--- src/rtl/slice_store_pair.sv ---
module slice_store_pair #(
  parameter int N = 2
) (
  input  logic         clk,
  input  logic         rst_n,
  input  logic [N-1:0] cfg_latch,
  input  logic [N-1:0] cfg_byp,
  input  logic [N-1:0] cfg_init,
  input  logic         cfg_async,
  input  logic [3:0]   cfg_inv,
  input  logic [N-1:0] fg_d,
  input  logic [N-1:0] byp_d,
  input  logic         sclk,
  input  logic         sce,
  input  logic         frc_init,
  input  logic         frc_opp,
  output logic [N-1:0] q
);

  logic ck, ce, fi, fo, ck_q, rise;
  logic [N-1:0] win, dsel, nxt;

  // per-line inversion, shared by every cell
  assign ck = sclk     ^ cfg_inv[0];
  assign ce = sce      ^ cfg_inv[1];
  assign fi = frc_init ^ cfg_inv[2];
  assign fo = frc_opp  ^ cfg_inv[3];

  always_ff @(posedge clk) ck_q <= ck;
  assign rise = ck & ~ck_q;

  for (genvar i = 0; i < N; i++) begin : g_cell
    logic act;
    assign win[i]  = cfg_latch[i] ? ck : rise;
    assign dsel[i] = cfg_byp[i] ? byp_d[i] : fg_d[i];
    assign act     = cfg_async | win[i];
    always_comb begin
      if (fi && act)             nxt[i] = cfg_init[i];
      else if (fo && act)        nxt[i] = ~cfg_init[i];
      else if (win[i] && ce)     nxt[i] = dsel[i];
      else                       nxt[i] = q[i];
    end
  end

  always_ff @(posedge clk) begin
    if (!rst_n) q <= cfg_init;
    else        q <= nxt;
  end

endmodule

--- config.mk ---
export PLATFORM = sky130hd
export DESIGN_NAME = slice_store_pair
export DESIGN_NICKNAME = d
export VERILOG_FILES = /design/src/rtl/slice_store_pair.sv
export SDC_FILE = /design/constraint.sdc
export NUM_CORES = 1
export LEC_CHECK = 0
export BUFFER_PORTS_ARGS = -buffer_cell sky130_fd_sc_hd__buf_4
export CORE_AREA = 2 2 39 41
export CTS_CLUSTER_DIAMETER = 120
export DETAILED_ROUTE_END_ITERATION = 8
export DIE_AREA = 0 0 41 43
export HOLD_SLACK_MARGIN = 0.06
export PLACE_DENSITY_LB_ADDON = 0.05
export SYNTH_ARGS = -nofsm -noshare
export SYNTH_HDL_FRONTEND = slang
export SYNTH_SLANG_ARGS = --single-unit
--- constraint.sdc ---
create_clock -name clk -period 1.7 [get_ports clk]
set_clock_uncertainty 0.05 [all_clocks]
set_input_delay 0.085 -clock clk [delete_from_list [all_inputs] [get_ports clk]]
set_output_delay 0.085 -clock clk [all_outputs]
set_load 0.02 [all_outputs]
# Word level (Yosys, flattened, before mapping)

Index checks and enable logic that the tools add are counted.

Reductions and logical operators: 6
Equality and inequality tests: 2
Mux-type cells: 11
Bitwise operators: 10

Operators by type and width:

| kind                                                                    | count |
|---|---|
| 1-bit 2-to-1 mux                                                        | 10 |
| 4-bit by 1-bit inequality test with 1-bit output, second input constant | 2 |
| 1-bit logical AND                                                       | 6 |
| 1-bit bitwise XOR                                                       | 4 |
| 1-bit NOT                                                               | 3 |
| 2-bit 2-to-1 mux                                                        | 1 |
| 1-bit OR                                                                | 2 |
| 1-bit AND                                                               | 1 |

Output and inout port bits: 2
Word-level logic and storage cells: 32
Flip-flop bits (word level): 3
Input bits: 21

# Longest topological paths before layout

Gate-level depths: netlist of run 1.

Word-level depth: 8
Depth in mapped cells: 4
Gate-level depth less buffers: 4

# Worst setup path after synthesis of run 1

OpenSTA, ideal clock, no wires.

Path type: reg-to-reg
Start point: reg ck_q
End point: reg q[1] (data pin)
Required time: 1.392 ns
Clock period less this slack: 1.032 ns
Setup time: 0.258 ns
Setup slack: 0.668 ns
Path buffers: 0
Cell stages (with the launch flop): 5
Arrival time: 0.724 ns
Cell sequence: dfxtp_1 > nand2b_1 > a21oi_2 > a21o_1 > nand3_2

Longest elaborated chain between the ends: 8
Elaborated cells on any way between the ends: 9
Classes of those cells: 4 x mux; 3 x bitwise; 2 x reduce/logical

Ends and longest elaborated chain:

| element                  | RTL line | source |
|---|---|---|
| start: declaration       | 20       | `logic ck, ce, fi, fo, ck_q, rise;` |
| start signal: assignment | 29       | `always_ff @(posedge clk) ck_q <= ck;` |
| 1-bit NOT (*)            | 30       | `assign rise = ck & ~ck_q;` |
| 1-bit AND (*)            | 30       |  |
| 1-bit 2-to-1 mux (*)     | 34       | `assign win[i] = cfg_latch[i] ? ck : rise;` |
| 1-bit OR (*)             | 36       | `assign act = cfg_async \| win[i];` |
| 1-bit logical AND        | 39       | `else if (fo && act) nxt[i] = ~cfg_init[i];` |
| 1-bit 2-to-1 mux         | 39       |  |
| 1-bit 2-to-1 mux (*)     | 38       | `if (fi && act) nxt[i] = cfg_init[i];` |
| 2-bit 2-to-1 mux (*)     | 46       | `if (!rst_n) q <= cfg_init;` |
| end signal: assignment   | 46       |  |
| end signal: assignment   | 47       | `else q <= nxt;` |
| end: declaration         | 17       | `output logic [N-1:0] q` |

Every way passes the cells marked *; elsewhere a longest branch is shown, timed or not.
A chain may end at the register's enable or synchronous reset.

# Final worst setup path of run 1

Start point: in sclk
End point: reg ck_q

Longest elaborated chain between the ends: 1

Ends and longest elaborated chain:

| element            | RTL line | source |
|---|---|---|
| start: declaration | 13       | `input logic sclk,` |
| 1-bit bitwise XOR  | 24       | `assign ck = sclk ^ cfg_inv[0];` |
| via ck             | 20       |  |

The timed path passes the listed nets, and every way through them passes these cells.

==> impl_metrics.yaml, run 1 <==
hold_path:
  min_path_type: "in -> reg"
synthesis:
  synth_cell_types: 19
  synth_nets: 54
  syn_avg_cell_area_um2: 9.52
  synth_area_um2: 314
  ys_ff_latch: 3
  yosysSeqAreaShare_pct: 25.5
  netlist_instances: 33
  yosysWarnings: 0
final_layout:
  nNetsFinal: 83
  antenna_cells: 0
  drive_gt1_share_pct: 54.1
  area_delta_synth_final_pct: 73.7
  fillCellCount: 151
  fin_cells: 77
  final_cell_mix: "buf_4 (22), nand2b_1 (5), xor2_1 (3), clkbuf_4 (3)"
  multiInputGateArea_um2: 234
  layout_commonest_cell: "buf_4"
  seq_area_um2: 80.1
clocking:
  cts-htree-levels: 1
  clk_pin_slew_ps: 40
  cts_tree: "yes"
  clockBufferDepth: 2
  cts_hold_buffers: 2
  cts_root_buf: "clkbuf_4"
  cts_made_buffers: 3
  clock_latency_ps: 230
  cts_setup_buffers: 0
  cts.sinks: 3
  cts_resized: 0
drt:
  dr.first_iter.drc_count: 4
  first_pass_iters: 4
  final_antenna_net_count: 0
  drcViolationCount: 0
  wl_per_cell_um: 9.91
  dr_total_vias: 337
  detail_route.vias_per_cell: 4.38
  wl_um: 763
critical_path:
  crit_fanout: 5
  required_ps: 1830
  path_common_cell: "dlygate4sd3_1"
  path_buf_inv: 3
  worstPathArrival_ps: 1570
  path_class: "in -> reg"
  cp_slowest_cell: "dlygate4sd3_1"
  critPathTopFamily: "buffers and inverters"
  path_cells: "dlygate4sd3_1 > buf_4 > xor2_2 > dlygate4sd3_1"
  setup.worst_path.start_class: "input port"
  max_stage_delay_ps: 580
  end_kind: "flop"
floorplan:
  dieArea_um2: 1760
  die_x_um: 41
  die_y_um: 43
  core_um2: 1380
  initial_core_util_pct: 22.7
  rows: 14
  pin_count: 23
global_routing:
  antenna_found_initial: 0
  grt_max_degree: 9
  grt_pass1_vias: 316
  grt_overflow: 0
  grt_pass1_wl_um: 1160
  grt_usage_pct: 9.46
sta:
  max_freq_mhz: 693
  fin_tns_setup_ps: 0
  finalSetupViolCount: 0
  post-route-period-util_pct: 84.8
  worst_pin_slew_ps: 259
  worst_slack_ps: 258
  final_hold_viol_count: 0
  slew_viol_final: 0
  period_needed_ps: 1440
  hold_slack_ps: 111
  rsz0062_at_grt: "no"
  maxSlewHeadroom_pct: 82.7
pwr:
  ir_worst_vdd_v: 0.000212
  leakage_nw: 0.244
  powerDensity_nw_per_um2: 648
  p_total_uw: 353
place:
  place_inst: 71
  gp_congestion: 0.728
  hpwl_um: 638
  io_buffers: 22
  place_ws_ps: 460
run_status:
  outcome: "completed"
job:
  maxCapViolCount: 0
-- worst register-to-register path: cells and delay by family (launching register included) --
kind / cells / cell delay (ps)
AND/OR/NAND/NOR: 2 / 160
AO/OA/AOI/OAI: 2 / 350
flip-flops: 1 / 330
-- synth_stat cells --
master    count  area (um2)
nand2b_1      5        31.3
xor2_1        3        26.3
a21o_1        2        15.0
a21oi_2       2        17.5
edfxtp_1      2        60.1
mux2_2        2        22.5
nand2_1       2        7.51
nand4b_1      2        17.5
nor2_1        2        7.51
o211ai_2      2        25.0
a22oi_1       1        7.51
a31oi_1       1        6.26
dfxtp_1       1        20.0
nand3_1       1        5.00
nand3_2       1        10.0
o21ai_0       1        5.00
o21ai_1       1        5.00
xnor2_1       1        8.76
xor2_2        1        16.3
-- per-stage QoR --
| step | instance area (um2) | utilization (%) |
|---|---|---|
| after floorplan | 314 | - |
| after global placement | 499 | 36.1 |
| after detailed placement | 499 | 36.1 |
| after CTS | 546 | 39.4 |
| after global routing | 546 | 39.4 |
| final | 546 | 39.4 |
-- area by class of cell --
type | instances | share of cell area, %
Tap cell | 16 | 3.67
Timing Repair Buffer | 24 | 33.9
Multi-Input combinational cell | 30 | 42.9
Clock buffer | 4 | 4.82
Sequential cell | 3 | 14.7
-- per-layer routing --
layer | track usage [%] | share of wire (%) | routed length, um | up-vias
met4 | 4.00 | 0 | 0 | 0
met1 | 11.7 | 39 | 301 | 141
li1 | - | - | - | 178
met2 | 14.4 | 49 | 376 | 18
met5 | 0 | 0 | 0 | -
met3 | 3.14 | 11 | 85 | 0
-- power breakdown --
part           switching (mW)  leakage [nW]  internal [mW]
registers             0.00317        0.0290         0.0909
logic                  0.0600         0.200         0.0730
clock network          0.0384        0.0150         0.0881
-- cell families after synthesis --
logic type,share of synthesized area [%]
simple gates,25.1
mux,7.17
xor+xnor,16.3
compound gates,25.9
flops,25.5
-- registers in the layout, indices dropped and copies added, names as in the netlist --
| register | flops |
|---|---|
| q | 2 |
| ck_q | 1 |
-- path summary, 6_finish.rpt --
path	depth (start not counted)	endpoint	startpoint	slack [ps]
max	4	ck_q	sclk	260
min reg2reg	3	q[0]	ck_q	760
min	3	q[1]	cfg_init[1]	110
max reg2reg	4	q[1]	ck_q	560
(Power assumes the default switching activity.)
==> inputs of run 2 (changes only) <==
--- a/config.mk
+++ b/config.mk
@@ -5,6 +5,7 @@
 export SDC_FILE = /design/constraint.sdc
 export NUM_CORES = 1
 export LEC_CHECK = 0
+export ABC_AREA = 1
 export BUFFER_PORTS_ARGS = -buffer_cell sky130_fd_sc_hd__buf_4
 export CORE_AREA = 2 2 39 41
 export CTS_CLUSTER_DIAMETER = 120
==> constraint.sdc (replaced) <==
create_clock -name clk -period 1.25 [get_ports clk]
set_clock_uncertainty 0.05 [all_clocks]
set_input_delay 0.0625 -clock clk [delete_from_list [all_inputs] [get_ports clk]]
set_output_delay 0.0625 -clock clk [all_outputs]
set_load 0.02 [all_outputs]
==> run 2 against run 1 <==
Against the previous run:
- critical path depth rose by 3
- synthesized area fell by 0.40%
- worst setup slack got worse by 170 ps
- synthesized cell count rose by 61%
- clock power rose by 38%
- non-clock buffer count fell by 2
- die area did not move
- final cell count rose by 23%
- flip-flop and latch count did not move
- global-route usage rose by 0.58 points
- largest cell class unchanged
- largest power group is now clock
- highest routed layer is now met4
==> impl_metrics.yaml, run 2 <==
run_status:
  outcome: "completed"
global_routing:
  antenna_found_initial: 0
  grt_max_degree: 5
  grt_usage_pct: 10.0
  grt_pass1_vias: 303
  grt_pass1_wl_um: 1110
  grt_overflow: 0
sta:
  rsz0062_at_grt: "no"
  fin_tns_setup_ps: 0
  period_needed_ps: 1160
  finalSetupViolCount: 0
  post-route-period-util_pct: 92.8
  final_hold_viol_count: 0
  max_freq_mhz: 862
  maxSlewHeadroom_pct: 86.8
  slew_viol_final: 0
  worst_pin_slew_ps: 198
  worst_slack_ps: 89.7
critical_path:
  rr_endpoint: "q[1]"
  setup.worst_path.start_class: "flop"
  required_ps: 1150
  end_kind: "flop"
  reg2reg_from: "ck_q"
  worstPathArrival_ps: 1060
  reg2reg_setup_slack_ps: 90
  worstRegToRegCells: 7
  path_class: "reg -> reg"
  crit_fanout: 3
drt:
  dr_total_vias: 388
  final_antenna_net_count: 0
  wl_per_cell_um: 7.00
  detail_route.vias_per_cell: 4.08
  dr.first_iter.drc_count: 4
  wl_um: 665
  first_pass_iters: 2
  drcViolationCount: 0
clocking:
  cts.sinks: 3
  cts_root_buf: "clkbuf_4"
  clk_pin_slew_ps: 40
  cts_tree: "yes"
  cts-htree-levels: 1
  cts_made_buffers: 3
  cts_hold_buffers: 0
  clockBufferDepth: 2
  cts_resized: 0
  cts_setup_buffers: 0
  clock_latency_ps: 240
place:
  gp_congestion: 0.748
  io_buffers: 22
  hpwl_um: 604
  place_ws_ps: 85.0
  place_area_um2: 498
floorplan:
  rows: 14
  dieArea_um2: 1760
  core_um2: 1380
  die_x_um: 41
  die_y_um: 43
  initial_core_util_pct: 22.6
  pin_count: 23
final_layout:
  fin_area_um2: 527
  drive_gt1_share_pct: 43.0
  largest_reg_flops: 2
  reg.largest.list: "q (2), ck_q (1)"
  regMostFlops: "q"
  final_cell_mix: "nand2_1 (23), buf_4 (22), inv_1 (8), nand3_1 (8), inv_2 (4)"
  fillCellCount: 167
  antenna_cells: 0
  layout_commonest_cell: "nand2_1"
  area_delta_synth_final_pct: 68.4
  nNetsFinal: 101
synthesis:
  yosysWarnings: 0
  syn_avg_cell_area_um2: 5.90
  synthFlopType: "edfxtp_1"
  synth_cell_types: 10
  netlist_instances: 53
  synth_top_cells_by_area: "nand2_1 (29%), edfxtp_1 (19%), nand3_1 (13%)"
  synthTopCellsByCount: "nand2_1 (24), inv_1 (8), nand3_1 (8)"
  ys_ff_latch: 3
  synth.most_common_cell: "nand2_1"
  synth_top_area_cell: "nand2_1"
  synth_top_area_share_pct: 28.8
  synth_edf_count: 2
  synth_area_um2: 313
  yosysSeqAreaShare_pct: 25.6
  synth_nets: 74
  async_reset_ff_share_pct: 0
hold_path:
  min_path_type: "in -> reg"
  hold_path_end: "q[1]"
  min-delay-start: "cfg_init[1]"
  hold_depth: 3
pwr:
  powerDensity_nw_per_um2: 884
  leakage_nw: 0.319
  ir_worst_vdd_v: 0.000202
job:
  maxCapViolCount: 0
## run 2: changes by cell type in the layout (fill, tap and decap cells not counted), moves of 4 or more
cell      delta
inv_2        +4
nand3_1      +7
nand2b_1     -5
nand2_1     +21
inv_1        +8
## run 2: logic make-up after synthesis
kind of cell | count (synthesis) | share of synthesized area (%)
AND/OR/NAND/NOR | 33 | 43.6
buffers and inverters | 12 | 14.4
XOR/XNOR | 3 | 10.8
flip-flops | 3 | 25.6
AO/OA/AOI/OAI | 2 | 5.60
## run 2: worst max path at each step
| stage | start | endpoint | slack, ps | cells past startpoint |
|---|---|---|---|---|
| global route | ck_q | q[0] | 5 | 7 |
| floorplan | ck_q | q[0] | 180 | 7 |
| CTS | ck_q | q[1] | 80 | 7 |
| global placement | ck_q | q[1] | 90 | 7 |
| finish | ck_q | q[1] | 90 | 7 |
| detailed placement | ck_q | q[1] | 80 | 7 |
## run 2: per-stage QoR
stage	hold slack (ps)	instances	power (mW)	utilization, %
after CTS	60.4	95	0.471	37.9
after global routing	63.4	95	0.508	38.1
final	60.6	95	0.465	38.1
after detailed placement	303	91	0.294	36.0
after global placement	302	91	0.293	36.0
after floorplan	198	53	0.214	-
## run 2: layout make-up
type / count / area, um2 / share of cell area [%]
flip-flops and latches: 3 / 80.1 / 15.2
repair buffers: 22 / 165 / 31.4
clock buffers: 4 / 26.3 / 4.99
multi-input cells: 38 / 190 / 36.1
well taps: 16 / 20.0 / 3.80
inverters: 12 / 45.0 / 8.55
## run 2: per-layer routing
metal / wire length, um / share of wire, % / GRT usage (%) / vias to the layer above
li1: - / - / - / 212
met1: 276 / 42 / 10.9 / 155
met2: 292 / 44 / 13.1 / 16
met3: 62 / 9.3 / 3.14 / 5
met4: 33 / 5.0 / 12.0 / 0
met5: 0 / 0 / 0 / -
## run 2: power by group
| group | switching, mW | leakage (nW) | total [mW] | internal, mW |
|---|---|---|---|---|
| clock network | 0.0543 | 0.0150 | 0.174 | 0.120 |
| logic | 0.0812 | 0.274 | 0.166 | 0.0846 |
| registers | 0.00347 | 0.0296 | 0.125 | 0.122 |
| total | 0.139 | 0.319 | 0.465 | 0.327 |
## run 2: critical path, cell delays in order (launching register included)
cell     delay [ps]
dfxtp_1         300
nand2_1          90
nand3_1          80
nand2_1         100
nand2_1          60
nand2_1          90
inv_2            40
nand3_1          60
==> inputs of run 3 (changes only) <==
--- a/config.mk
+++ b/config.mk
@@ -5,7 +5,6 @@
 export SDC_FILE = /design/constraint.sdc
 export NUM_CORES = 1
 export LEC_CHECK = 0
-export ABC_AREA = 1
 export BUFFER_PORTS_ARGS = -buffer_cell sky130_fd_sc_hd__buf_4
 export CORE_AREA = 2 2 39 41
 export CTS_CLUSTER_DIAMETER = 120
==> run 3 against run 2 <==
Against the previous run:
- non-clock buffer count is 1 higher
- cell area is 1.7% higher
- critical path depth is 3 lower
- power is 2.7% higher
- critical path type unchanged
- highest routed layer is now met3
==> impl_metrics.yaml, run 3 (synthesis results as in run 1) <==
run_status:
  outcome: "completed"
drt:
  detail_route.vias_per_cell: 4.38
  dr_total_vias: 333
  first_pass_iters: 4
  dr.first_iter.drc_count: 4
  drcViolationCount: 0
  wl_per_cell_um: 9.99
  wl_um: 759
  final_antenna_net_count: 0
sta:
  final_hold_viol_count: 0
  finalSetupViolCount: 0
  worst_pin_slew_ps: 259
  fin_tns_setup_ps: 0
  post-route-period-util_pct: 91.1
  period_needed_ps: 1140
  maxSlewHeadroom_pct: 82.7
  max_freq_mhz: 878
  slew_viol_final: 0
  rsz0062_at_grt: "no"
clocking:
  clockBufferDepth: 2
  clock_latency_ps: 230
  cts-htree-levels: 1
  cts_tree: "yes"
  cts.sinks: 3
  cts_root_buf: "clkbuf_4"
  cts_resized: 0
  clk_pin_slew_ps: 40
  cts_setup_buffers: 0
  cts_made_buffers: 3
critical_path:
  path_buf_inv: 0
  required_ps: 1180
  max_stage_delay_ps: 330
  cp_slowest_cell: "dfxtp_1"
  worstPathArrival_ps: 1070
  critPathTopFamily: "compound AO/OA/AOI/OAI gates"
  end_kind: "flop"
  path_class: "reg -> reg"
  reg2reg_setup_slack_ps: 110
  path_cells: "nand2b_1 > a21oi_2 > a21o_1 > nand3_2"
  setup.worst_path.start_class: "flop"
  crit_fanout: 3
final_layout:
  nNetsFinal: 82
  fillCellCount: 150
  drive_gt1_share_pct: 55.0
  regMostFlops: "q"
  largest_reg_flops: 2
  reg.largest.list: "q (2), ck_q (1)"
  antenna_cells: 0
  layout_commonest_cell: "buf_4"
  final_cell_mix: "buf_4 (22), nand2b_1 (5), xor2_1 (3), clkbuf_4 (3)"
  area_delta_synth_final_pct: 70.5
global_routing:
  grt_overflow: 0
  grt_max_degree: 9
  grt_pass1_vias: 304
  grt_usage_pct: 9.26
  grt_pass1_wl_um: 1130
  antenna_found_initial: 0
pwr:
  ir_worst_vdd_v: 0.000290
  p_total_uw: 478
  powerDensity_nw_per_um2: 893
  leakage_nw: 0.240
hold_path:
  min_path_type: "in -> reg"
job:
  maxCapViolCount: 0
place:
  gp_congestion: 0.728
  hpwl_um: 638
  io_buffers: 22
floorplan:
  rows: 14
  die_x_um: 41
  pin_count: 23
  initial_core_util_pct: 22.7
  dieArea_um2: 1760
  core_um2: 1380
  die_y_um: 43
-- run 3: worst paths after layout --
check / start / end / cells past startpoint
max: ck_q / q[1] / 4
min: cfg_init[1] / q[1] / 3
max reg2reg: ck_q / q[1] / 4
min reg2reg: ck_q / q[0] / 3
-- run 3: metrics by stage --
step	std cells	hold slack [ps]	area [um2]	utilization, %	worst slack, ps
after floorplan	33	154	314	-	218
after global placement	71	269	499	36.1	49.4
after detailed placement	71	274	499	36.1	32.8
after CTS	76	82.7	536	38.7	105
after global routing	76	102	536	38.7	44.6
final	76	88.6	536	38.7	111
-- run 3: area by class of cell --
class / instances / area (um2) / share of cell area, %
repair buffers: 23 / 175 / 32.7
multi-input cells: 30 / 234 / 43.7
well taps: 16 / 20.0 / 3.74
flip-flops and latches: 3 / 80.1 / 15.0
clock buffers: 4 / 26.3 / 4.91
-- run 3: report_power, final --
part	switching, mW	internal, mW	total [mW]
Clock	0.0522	0.120	0.172
Sequential	0.00431	0.124	0.128
Combinational	0.0811	0.0972	0.178
-- run 3: worst min-delay path, stage by stage --
cell and delay [ps]:
buf_4 90, nand2b_1 60, nand3_2 50
-- run 3: what timing repair did --
| action | 4_1_cts | 5_1_grt |
|---|---|---|
| hold endpoints to repair | 1 | 0 |
| endpoints found under the setup margin | 0 | 0 |
| hold buffers | 1 | 0 |
-- run 3: per-layer routing --
layer / share of wire [%] / track usage [%]
met4: 0 / 4.00
met2: 49 / 13.8
met3: 11 / 3.14
met1: 40 / 11.7
met5: 0 / 0
